**config.mk**
```make
export PLATFORM = sky130hd
export DESIGN_NAME = lane_override_seq
export DESIGN_NICKNAME = d
export VERILOG_FILES = /design/src/rtl/lane_override_seq.sv
export SDC_FILE = /design/constraint.sdc
export NUM_CORES = 1
export LEC_CHECK = 0
export CAP_MARGIN = 20
export CORE_MARGIN = 2
export CORE_UTILIZATION = 35
export DETAILED_ROUTE_END_ITERATION = 7
export SETUP_SLACK_MARGIN = 0.15
export SYNTH_ARGS = -nofsm -noshare
export SYNTH_HDL_FRONTEND = slang
export SYNTH_SLANG_ARGS = --single-unit
```
**constraint.sdc**
```tcl
create_clock -name clk -period 2 [get_ports clk]
set_clock_uncertainty 0.15 [all_clocks]
set_input_delay 0.2 -clock clk [delete_from_list [all_inputs] [get_ports clk]]
set_output_delay 0.2 -clock clk [all_outputs]
set_load 0.02 [all_outputs]
```
**src/rtl/lane_override_seq.sv**
```systemverilog
module lane_override_seq #(
  parameter int SETTLE_CYCLES = 3000000,
  parameter int POLL_MAX      = 1000
) (
  input  logic        clk,
  input  logic        rst_n,
  input  logic        go,
  input  logic        go_disable,
  input  logic [1:0]  lane_sel,
  input  logic [2:0]  dpll_mode,
  input  logic [3:0]  tx_atten,
  output logic        busy,
  output logic        done,
  output logic        m_req,
  output logic        m_we,
  output logic [15:0] m_addr,
  output logic [15:0] m_wdata,
  input  logic        m_ack,
  input  logic [15:0] m_rdata
);

  localparam int CW = $clog2(SETTLE_CYCLES + 1);
  localparam int PW = $clog2(POLL_MAX + 1);
  localparam logic [CW-1:0] SET_LAST  = CW'(SETTLE_CYCLES - 1);
  localparam logic [PW-1:0] POLL_LAST = PW'(POLL_MAX - 1);

  typedef enum logic [3:0] {
    S_IDLE, S_POLL, S_RXRD, S_RXW, S_SETTLE,
    S_TXRD, S_TXW, S_DISRD, S_DISW, S_DONE
  } state_t;

  state_t        state;
  logic [1:0]    lane_q;
  logic [2:0]    mode_q;
  logic [3:0]    att_q;
  logic [15:0]   word;
  logic [2:0]    step;
  logic [CW-1:0] cnt;
  logic [PW-1:0] pcnt;
  logic [2:0]    reg_off;
  logic          xfer;

  assign busy  = (state != S_IDLE);
  assign done  = (state == S_DONE);
  assign m_req = (state == S_POLL) || (state == S_RXRD) || (state == S_RXW) ||
                 (state == S_TXRD) || (state == S_TXW) ||
                 (state == S_DISRD) || (state == S_DISW);
  assign m_we  = (state == S_RXW) || (state == S_TXW) || (state == S_DISW);
  assign xfer  = m_req && m_ack;
  assign m_addr = {6'b001000, lane_q, 5'b00000, reg_off};

  always_comb begin
    case (state)
      S_TXRD:          reg_off = 3'd1;
      S_TXW:           reg_off = 3'd4;
      S_RXW, S_DISW:   reg_off = 3'd5;
      default:         reg_off = 3'd2;
    endcase
  end

  always_comb begin
    m_wdata = word;
    case (state)
      S_RXW: begin
        case (step)
          3'd0:    m_wdata = word & ~16'h4000;
          3'd1:    m_wdata = word | 16'h4000;
          3'd2:    m_wdata = (word & ~16'h0700) | {5'b0, mode_q, 8'b0};
          3'd3:    m_wdata = word | 16'h0800;
          default: m_wdata = word & ~16'h0800;
        endcase
      end
      S_TXW: begin
        case (step)
          3'd0:    m_wdata = word & ~16'h8000;
          3'd1:    m_wdata = word | 16'h8000;
          default: m_wdata = word | {3'b0, att_q[2:0], 10'b0};
        endcase
      end
      S_DISW:  m_wdata = word & ~16'h4000;
      default: m_wdata = word;
    endcase
  end

  always_ff @(posedge clk) begin
    if (!rst_n) begin
      state  <= S_IDLE;
      lane_q <= '0;
      mode_q <= '0;
      att_q  <= '0;
      word   <= '0;
      step   <= '0;
      cnt    <= '0;
      pcnt   <= '0;
    end else begin
      case (state)
        S_IDLE: if (go) begin
          lane_q <= lane_sel;
          mode_q <= dpll_mode;
          att_q  <= tx_atten;
          pcnt   <= '0;
          step   <= '0;
          state  <= go_disable ? S_DISRD : S_POLL;
        end
        S_POLL: if (xfer) begin
          if (!m_rdata[0] || pcnt == POLL_LAST) state <= S_RXRD;
          else pcnt <= pcnt + 1'b1;
        end
        S_RXRD: if (xfer) begin
          word  <= m_rdata;
          step  <= '0;
          state <= S_RXW;
        end
        S_RXW: if (xfer) begin
          word <= m_wdata;
          if (step == 3'd4) begin
            cnt   <= '0;
            state <= S_SETTLE;
          end else step <= step + 1'b1;
        end
        S_SETTLE: begin
          if (cnt == SET_LAST) state <= att_q[3] ? S_DONE : S_TXRD;
          else cnt <= cnt + 1'b1;
        end
        S_TXRD: if (xfer) begin
          word  <= m_rdata;
          step  <= '0;
          state <= S_TXW;
        end
        S_TXW: if (xfer) begin
          word <= m_wdata;
          if (step == 3'd2) state <= S_DONE;
          else step <= step + 1'b1;
        end
        S_DISRD: if (xfer) begin
          word  <= m_rdata;
          state <= S_DISW;
        end
        S_DISW: if (xfer) state <= S_DONE;
        default: state <= S_IDLE;
      endcase
    end
  end

endmodule

```
# == After elaboration in Yosys (flattened, before gate mapping) ==
# Cells that the tools add are included.
# totals
ram_bits,0
n_memories,0
reg_bits,64
romBits,0
latch_bits,0
out_inout_bits,36
wordCells,112
# classes
muxes,37
eq_ne,34
addsub,3
n_reduce_logical,28
n_shift,0
n_mul,0
n_div,0
bitwise,2
n_lt_le_gt_ge,0
# op_table
cell,n
$mux 22,3
$pmux 16 s2,2
$pmux 16 s4,1
$mux 4,13
$pmux 16 s3,1
$pmux 22 s2,1
$pmux 4 s9,1
$mux 16,2
$mux 10,3
$ne 2x2->1 const B,13
$add 22x1->22 const B,1
$eq 22x22->1 const B,1
$mux 3,7
$pmux 10 s2,1
$eq 4x3->1 const B,4
$or 16x11->16,1
$or 16x13->16,1
$ne 2x1->1 const B,6
$pmux 3 s4,1
$reduce_and 12->1,1
$add 10x1->10 const B,1
$eq 10x10->1 const B,1
$logic_or 1x1->1,9
$pmux 3 s3,1
19 further kinds,28

# == Longest topological paths before layout ==
# Gate-level depths: netlist of run 1.
# logic_depth
depth_word,10
ltp_mapped,8

# == Worst setup path after synthesis of run 1 ==
# OpenSTA, ideal clock, no wires.
# synth_path
path_type,flip-flop to flip-flop
from,register step[1]
to,register step[2]
slack_ns,-0.220
path_stages_with_launch,7
required_ns,1.779
arrival_time_ns,1.999
period_less_slack_ns,2.220
cell_sequence,dfxtp_1 -> inv_1 -> ha_1 -> and3_1 -> or4_4 -> or4_1 -> a21oi_1
# synth_between
elab_chain_cells,4
# synth_rtl
element,line_no,text
from (decl),37,logic [2:0] step;
from (signal assigned),119,end else step <= step + 1'b1;
from (signal assigned),133,else step <= step + 1'b1;
$add 3x1->3,"119, 133",
"$mux 3, on equally long branches","132, 116",
"$mux 3, on equally long branches","130, 114",
$pmux 3 s4,96,case (state)
# Several ways; a longest one is shown, not always the timed one. The select of a mux whose other input is x is not followed.
# A chain may end at the register's enable or synchronous reset.

# == Worst setup path after layout of run 1 ==
# layout_path
from,register state[2]
to,register step[2]
# layout_between
elab_chain_cells,10
# layout_rtl
element,line_no,text
from (decl),32,state_t state;
from (signal assigned),103,state <= go_disable ? S_DISRD : S_POLL;
from (signal assigned),122,if (cnt == SET_LAST) state <= att_q[3] ? S_DONE : S_TXRD;
$eq 4x1->1 / $eq 4x2->1 (equally long branches),"45, 96",
$logic_or 1x1->1 (3 in series),45,assign m_req = (state == S_POLL) || (state == S_RXRD) || (state == S_RXW) ||
$logic_or 1x1->1 (2 in series),46,(state == S_TXRD) || (state == S_TXW) ||
$logic_or 1x1->1,47,(state == S_DISRD) || (state == S_DISW);
$logic_and 1x1->1,49,assign xfer = m_req && m_ack;
$ne 2x1->1 (no line) / $ne 2x2->1 (equally long branches),--,
$reduce_and 7->1 (no line),--,
# Several ways; a longest one is shown, not always the timed one.

==> results.sh, run 1 <==
export IMPL_end_kind="flop"
export IMPL_htree_levels=3
export IMPL_cts_buffers=9
export IMPL_final_setup_tns_ns=-24.37
export IMPL_final_common_cell="buf_4"
export IMPL_post_drt_wl_per_cell_um=18.48
export IMPL_synth_edf_count=0
export IMPL_placementRows=37
export IMPL_die_x_um=106.5
export IMPL_grt_max_degree=24
export IMPL_antenna_found_initial=0
export IMPL_grt_pass1_wl_um=21110
export IMPL_gp_congestion=0.8795
export IMPL_critPathRequiredTime_ns=2.13
export IMPL_yosys_warnings=0
export IMPL_drc=0
export IMPL_async_flop_share_pct=0
export IMPL_p_leak_nw=2.710
export IMPL_grt_pass1_vias=4372
export IMPL_ir_worst_vdd_v=0.0007606
export IMPL_synth_cells=459
export IMPL_violations="setup timing"
export IMPL_final_cell_count_no_fill=799
export IMPL_fin_crit_ns=2.706
export IMPL_drv_cap=0
export IMPL_core_area_um2=10280
export IMPL_syn_area_um2=3679
export IMPL_place_inst=705
export IMPL_crit_path_top_delay_cell="a211oi_1"
export IMPL_cp_max_fo=5
export IMPL_final_hold_violation_count=0
export IMPL_cp_common_cell="buf_6"
export IMPL_slew_viol_final=0
export IMPL_ys_types=62
export IMPL_ant_nets=0
export IMPL_cts_max_path_buffers=2
export IMPL_via_per_inst=5.509
export IMPL_area_delta_synth_final_pct=83.10
export IMPL_fill_cells=786
export IMPL_via_count=4402
export IMPL_whs_ns=0.2448
export IMPL_synth_top_cell_area_share_pct=34.83
export IMPL_setup_slack_ns=-0.7057
export IMPL_yosysTopAreaCell="dfxtp_1"
export IMPL_drtPass1Iterations=5
export IMPL_gr_usage_all_layers_pct=23.50
export IMPL_pin_count=66
export IMPL_die_h_um=106.5
export IMPL_path_cells="buf_6 > buf_6 > buf_6 > or3b_4 > a211oi_1 > or4_4 > buf_6 > buf_4 > o21ai_1 > a21oi_2"
export IMPL_overflow=0
export IMPL_ys_flop_type="dfxtp_1"
export IMPL_cts_num_sinks=64
export IMPL_cts_root_buf="clkbuf_8"
export IMPL_p_per_area_nw_per_um2=909.2
export IMPL_grt_setup_unrepaired="yes"
export IMPL_synth_area_per_cell_um2=8.014
export IMPL_hold_class="input pin to flop"
export IMPL_worstMarginPinSlew_ns=0.7179
export IMPL_hpwl_um=7556
export IMPL_initial_utilization_pct=35.79
export IMPL_final_cell_mix="buf_4, buf_6, dfxtp_1"
export IMPL_cpPeakStageDelay_ns=0.61
export IMPL_seq_area_frac_synth_pct=34.83
export IMPL_cts_tree="yes"
export IMPL_crit_type="flop to flop"
export IMPL_fin_crit_sh_pct=135.3
export IMPL_arrival_ns=2.84
export IMPL_yosys_top_cells_area="dfxtp_1, a21oi_1, nand2_1"
export IMPL_slew_limit_headroom_pct=51.85
export IMPL_clk_pin_slew_ns=0.08
export IMPL_ys_ff_latch=64
export IMPL_outcome="finished with violations"
export IMPL_setup_violations=69
export IMPL_drive_gt1_share_pct=47.21
export IMPL_fin_nets=695
export IMPL_dr_first_iter_drc_count=435
export IMPL_insertion_delay_ns=0.36
export IMPL_cp_start_kind="flop"
export IMPL_drt_total_wl_um=14770
export IMPL_pre_cts_slack_ns=-0.4046
export IMPL_timing_fmax_mhz=369.6
export IMPL_diodes=0
export IMPL_port_buffer_count=54
export IMPL_die_area_um2=11350
-- report_power, final --
part	internal, W	switching (W)
sequential	0.00140	0.000109
combinational	0.00181	0.00159
clock	0.000711	0.000509
-- worst max-delay path, delay by kind of cell, from the launching register on --
kind                   cells  cell delay [ns]
and+or+nand+nor            2             0.65
AOI/OAI and AO/OA          3             0.88
DFF                        1             0.38
buffers and inverters      5             0.55
-- registers in the layout, summed over array words and instances (netlist names) --
register / flops
lane_q: 2
pcnt: 10
state: 4
cnt: 22
step: 3
att_q: 4
word: 16
mode_q: 3
-- layer usage --
layer  track usage, %  vias to the layer above  part of all wire [%]
li1                 -                     2038                     -
met1            25.90                     2119                    39
met2            41.67                      194                    51
met3            6.622                       51                   6.1
met4            10.85                        0                   3.8
met5                0                        -                     0
-- worst paths after layout --
kind,start,endpoint,slack (ns),depth (start not counted)
max,state[2],step[2],-0.71,10
min,tx_atten[1],att_q[1],0.24,3
max reg2reg,state[2],step[2],-0.71,10
min reg2reg,mode_q[0],mode_q[0],0.31,2
-- stage by stage --
| stage | utilization (%) | power, W | area [µm²] |
|---|---|---|---|
| 2_1_floorplan | - | 0.002663 | 3837 |
| 3_5_place_dp | 48.60 | 0.003469 | 4995 |
| 6_report | 65.53 | 0.006123 | 6735 |
| 5_1_grt | 65.53 | 0.006327 | 6735 |
| 3_3_place_gp | 48.60 | 0.003433 | 4995 |
| 4_1_cts | 61.35 | 0.005538 | 6305 |
-- kinds of logic after synthesis --
| group | share of synthesized area (%) |
|---|---|
| mux | 4.388 |
| simple gates | 29.76 |
| flops | 34.83 |
| buf+inv | 8.061 |
| fa+ha+maj | 2.381 |
| xor+xnor | 3.333 |
| compound gates | 17.04 |
| other cells | 0.2042 |
-- cell type report --
cell class | instances | area, µm² | share of cell area [%]
Clock inverter | 2 | 35.03 | 0.5202
Tap cell | 136 | 170.2 | 2.526
Timing Repair Buffer | 225 | 2208 | 32.79
Sequential cell | 64 | 1301 | 19.32
Multi-Input combinational cell | 346 | 2788 | 41.39
Inverter | 12 | 50.05 | 0.7431
Clock buffer | 14 | 182.7 | 2.712
-- Yosys cell counts (all sizes together), types with 2 or more instances --
master and n:
nor2 41, and2 3, o21a 3, and3 10, nand4bb 2, conb 2
a21oi 40, clkbuf 26, mux2i 15, a31oi 2, buf 22, nand4 7
or4b 2, nor3b 3, nand2 42, nor2b 2, dfxtp 64, o21bai 2
nor3 7, or3b 2, o211ai 2, inv 11, xor2 2, nor4b 5
ha 7, a211oi 3, o31ai 12, nand3b 5, a21boi 2, or3 7
xnor2 12, or4 14, nand3 24, a22o 3, a21o 3, o21ai 22
nor4bb 3, nor4 9
-- repair_timing --
action,CTS,global route
setup buffers,52,18
gates cloned,7,1
hold buffers,0,0
pin swaps,60,41
endpoints found under the hold margin,0,0
endpoints found under the setup margin,69,78
gates resized for setup,214,74
(Power assumes the default switching activity.)
==> inputs of run 2 (changes only) <==
Settings changed: CORE_MARGIN 2 to 10, DONT_BUFFER_PORTS from default to 1.
==> run 2 against run 1 <==
The run still ends with setup timing left. Clock power increased by 7%. Flip-flop and latch count is the same. Total power is 0.87% higher. Combinational power is 3% lower. Via count fell by 0.25%. Cell count fell by 4.3%. Sequential share of layout area rose by 0.32 points. Largest power group unchanged. Largest cell class unchanged.
==> results.sh, run 2 (synthesized netlist as in run 1, its figures left out) <==
export IMPL_cts_num_sinks=64
export IMPL_end_kind="output port"
export IMPL_drive_gt1_share_pct=51.51
export IMPL_setup_slack_ns=-0.4492
export IMPL_p_per_area_nw_per_um2=932.3
export IMPL_fin_nets=661
export IMPL_cts_tree="yes"
export IMPL_p_leak_nw=2.610
export IMPL_outcome="finished with violations"
export IMPL_regArea_um2=1301
export IMPL_largest_register_ffs=22
export IMPL_fin_crit_sh_pct=122.5
export IMPL_drv_cap=0
export IMPL_grt_max_degree=22
export IMPL_area_delta_synth_final_pct=80.10
export IMPL_dr_first_iter_drc_count=394
export IMPL_arrival_ns=2.10
export IMPL_cpPeakStageDelay_ns=0.38
export IMPL_antenna_found_initial=0
export IMPL_setup_violations=61
export IMPL_worstMarginPinSlew_ns=0.7574
export IMPL_hp_start="m_rdata[9]"
export IMPL_multi_input_area_um2=2963
export IMPL_die_h_um=122.5
export IMPL_final_hold_violation_count=0
export IMPL_ant_nets=0
export IMPL_r2r_cells=9
export IMPL_grt_pass1_wl_um=19660
export IMPL_via_count=4391
export IMPL_die_x_um=122.5
export IMPL_placed_area_um2=4469
export IMPL_crit_type="flop to output port"
export IMPL_gp_congestion=0.8511
export IMPL_initial_utilization_pct=35.79
export IMPL_drc=0
export IMPL_timing_rr_start="state[2]"
export IMPL_hold_depth=3
export IMPL_grt_setup_unrepaired="yes"
export IMPL_slew_viol_final=0
export IMPL_fin_crit_ns=2.449
export IMPL_cp_max_fo=7
export IMPL_final_common_cell="buf_4"
export IMPL_hpwl_um=7582
export IMPL_ir_worst_vdd_v=0.0007710
export IMPL_reg2reg_slack_ns=-0.35
export IMPL_violations="setup timing"
export IMPL_post_drt_wl_per_cell_um=20.12
export IMPL_path_cells="buf_4 > nor4b_2 > o21ai_1 > a222oi_1 > buf_4 > clkinvlp_4"
export IMPL_cts_max_path_buffers=2
export IMPL_overflow=0
export IMPL_worstReg2RegEnd="step[1]"
export IMPL_regMostFlops="cnt"
export IMPL_pre_cts_slack_ns=-0.2122
export IMPL_cp_start_kind="flop"
export IMPL_fin_area_um2=6625
export IMPL_slew_limit_headroom_pct=49.34
export IMPL_gr_usage_all_layers_pct=16.28
export IMPL_largest_registers="cnt: 22 flops, word: 16 flops, pcnt: 10 flops"
export IMPL_drtPass1Iterations=6
export IMPL_via_per_inst=5.740
export IMPL_cp_common_cell="buf_4"
export IMPL_fill_cells=741
export IMPL_drt_total_wl_um=15390
export IMPL_clk_pin_slew_ns=0.08
export IMPL_grt_pass1_vias=3994
export IMPL_critPathRequiredTime_ns=1.65
export IMPL_pin_count=66
export IMPL_diodes=0
export IMPL_die_area_um2=15010
export IMPL_placementRows=37
export IMPL_hold_end="word[9]"
export IMPL_final_cell_mix="buf_4, buf_6, dfxtp_1"
export IMPL_port_buffer_count=0
export IMPL_finalPower_w=0.006176
export IMPL_timing_fmax_mhz=408.3
export IMPL_crit_path_top_delay_cell="dfxtp_1"
export IMPL_hold_class="input pin to flop"
export IMPL_cts_buffers=9
export IMPL_core_area_um2=10280
export IMPL_cts_root_buf="clkbuf_8"
export IMPL_htree_levels=3
export IMPL_insertion_delay_ns=0.37
## run 2: what timing repair did
item | in CTS | in global routing
buffers inserted | 41 | 21
hold buffers | 25 | 1
resized for setup | 144 | 112
endpoints found under the hold margin | 52 | 3
pin swaps | 69 | 58
setup endpoints to repair | 69 | 78
cloned | 4 | 4
## run 2: where the power goes
group	internal, W	switching [W]
Combinational	0.00173	0.00159
Clock	0.000742	0.000571
Sequential	0.00140	0.000151
## run 2: area by class of cell
class / instances / area share, %
Tap cell: 136 / 2.568
Sequential cell: 64 / 19.64
Timing Repair Buffer: 191 / 28.86
Clock inverter: 6 / 1.360
Multi-Input combinational cell: 346 / 44.72
Inverter: 12 / 0.7743
Clock buffer: 10 / 2.077
## run 2: worst max-delay path by stage
stage | startpoint | cells after the start | to | slack (ns)
after floorplan | state[1] | 7 | step[2] | -0.08
final | step[2] | 6 | m_wdata[11] | -0.45
after detailed placement | state[1] | 6 | word[9] | -0.21
after global routing | step[2] | 6 | m_wdata[11] | -0.56
after global placement | state[1] | 7 | step[2] | -0.15
after CTS | step[0] | 7 | m_wdata[11] | -0.33
## run 2: critical path: cells and delay by family, from the launching register on
kind            cells  cell delay (ns)
simple gates        1             0.33
buf+inv             3             0.54
flops               1             0.38
compound gates      2             0.49
## run 2: routing by layer
layer / vias up / GRT usage [%] / share of wire, %
li1: 1974 / - / -
met1: 2112 / 17.72 / 37
met2: 250 / 28.53 / 52
met3: 55 / 6.612 / 8.9
met4: 0 / 4.713 / 2.6
met5: - / 0 / 0
## run 2: metrics by stage
step	cells	hold slack (ns)	util, %	TNS, ns
detailed placement	653	0.2016	43.49	-4.476
finish	765	0.02804	64.46	-10.94
CTS	739	0.005398	57.43	-7.237
global placement	653	0.1994	43.49	-3.602
floorplan	468	0.1971	-	-0.6190
global route	765	0.02587	64.46	-14.55
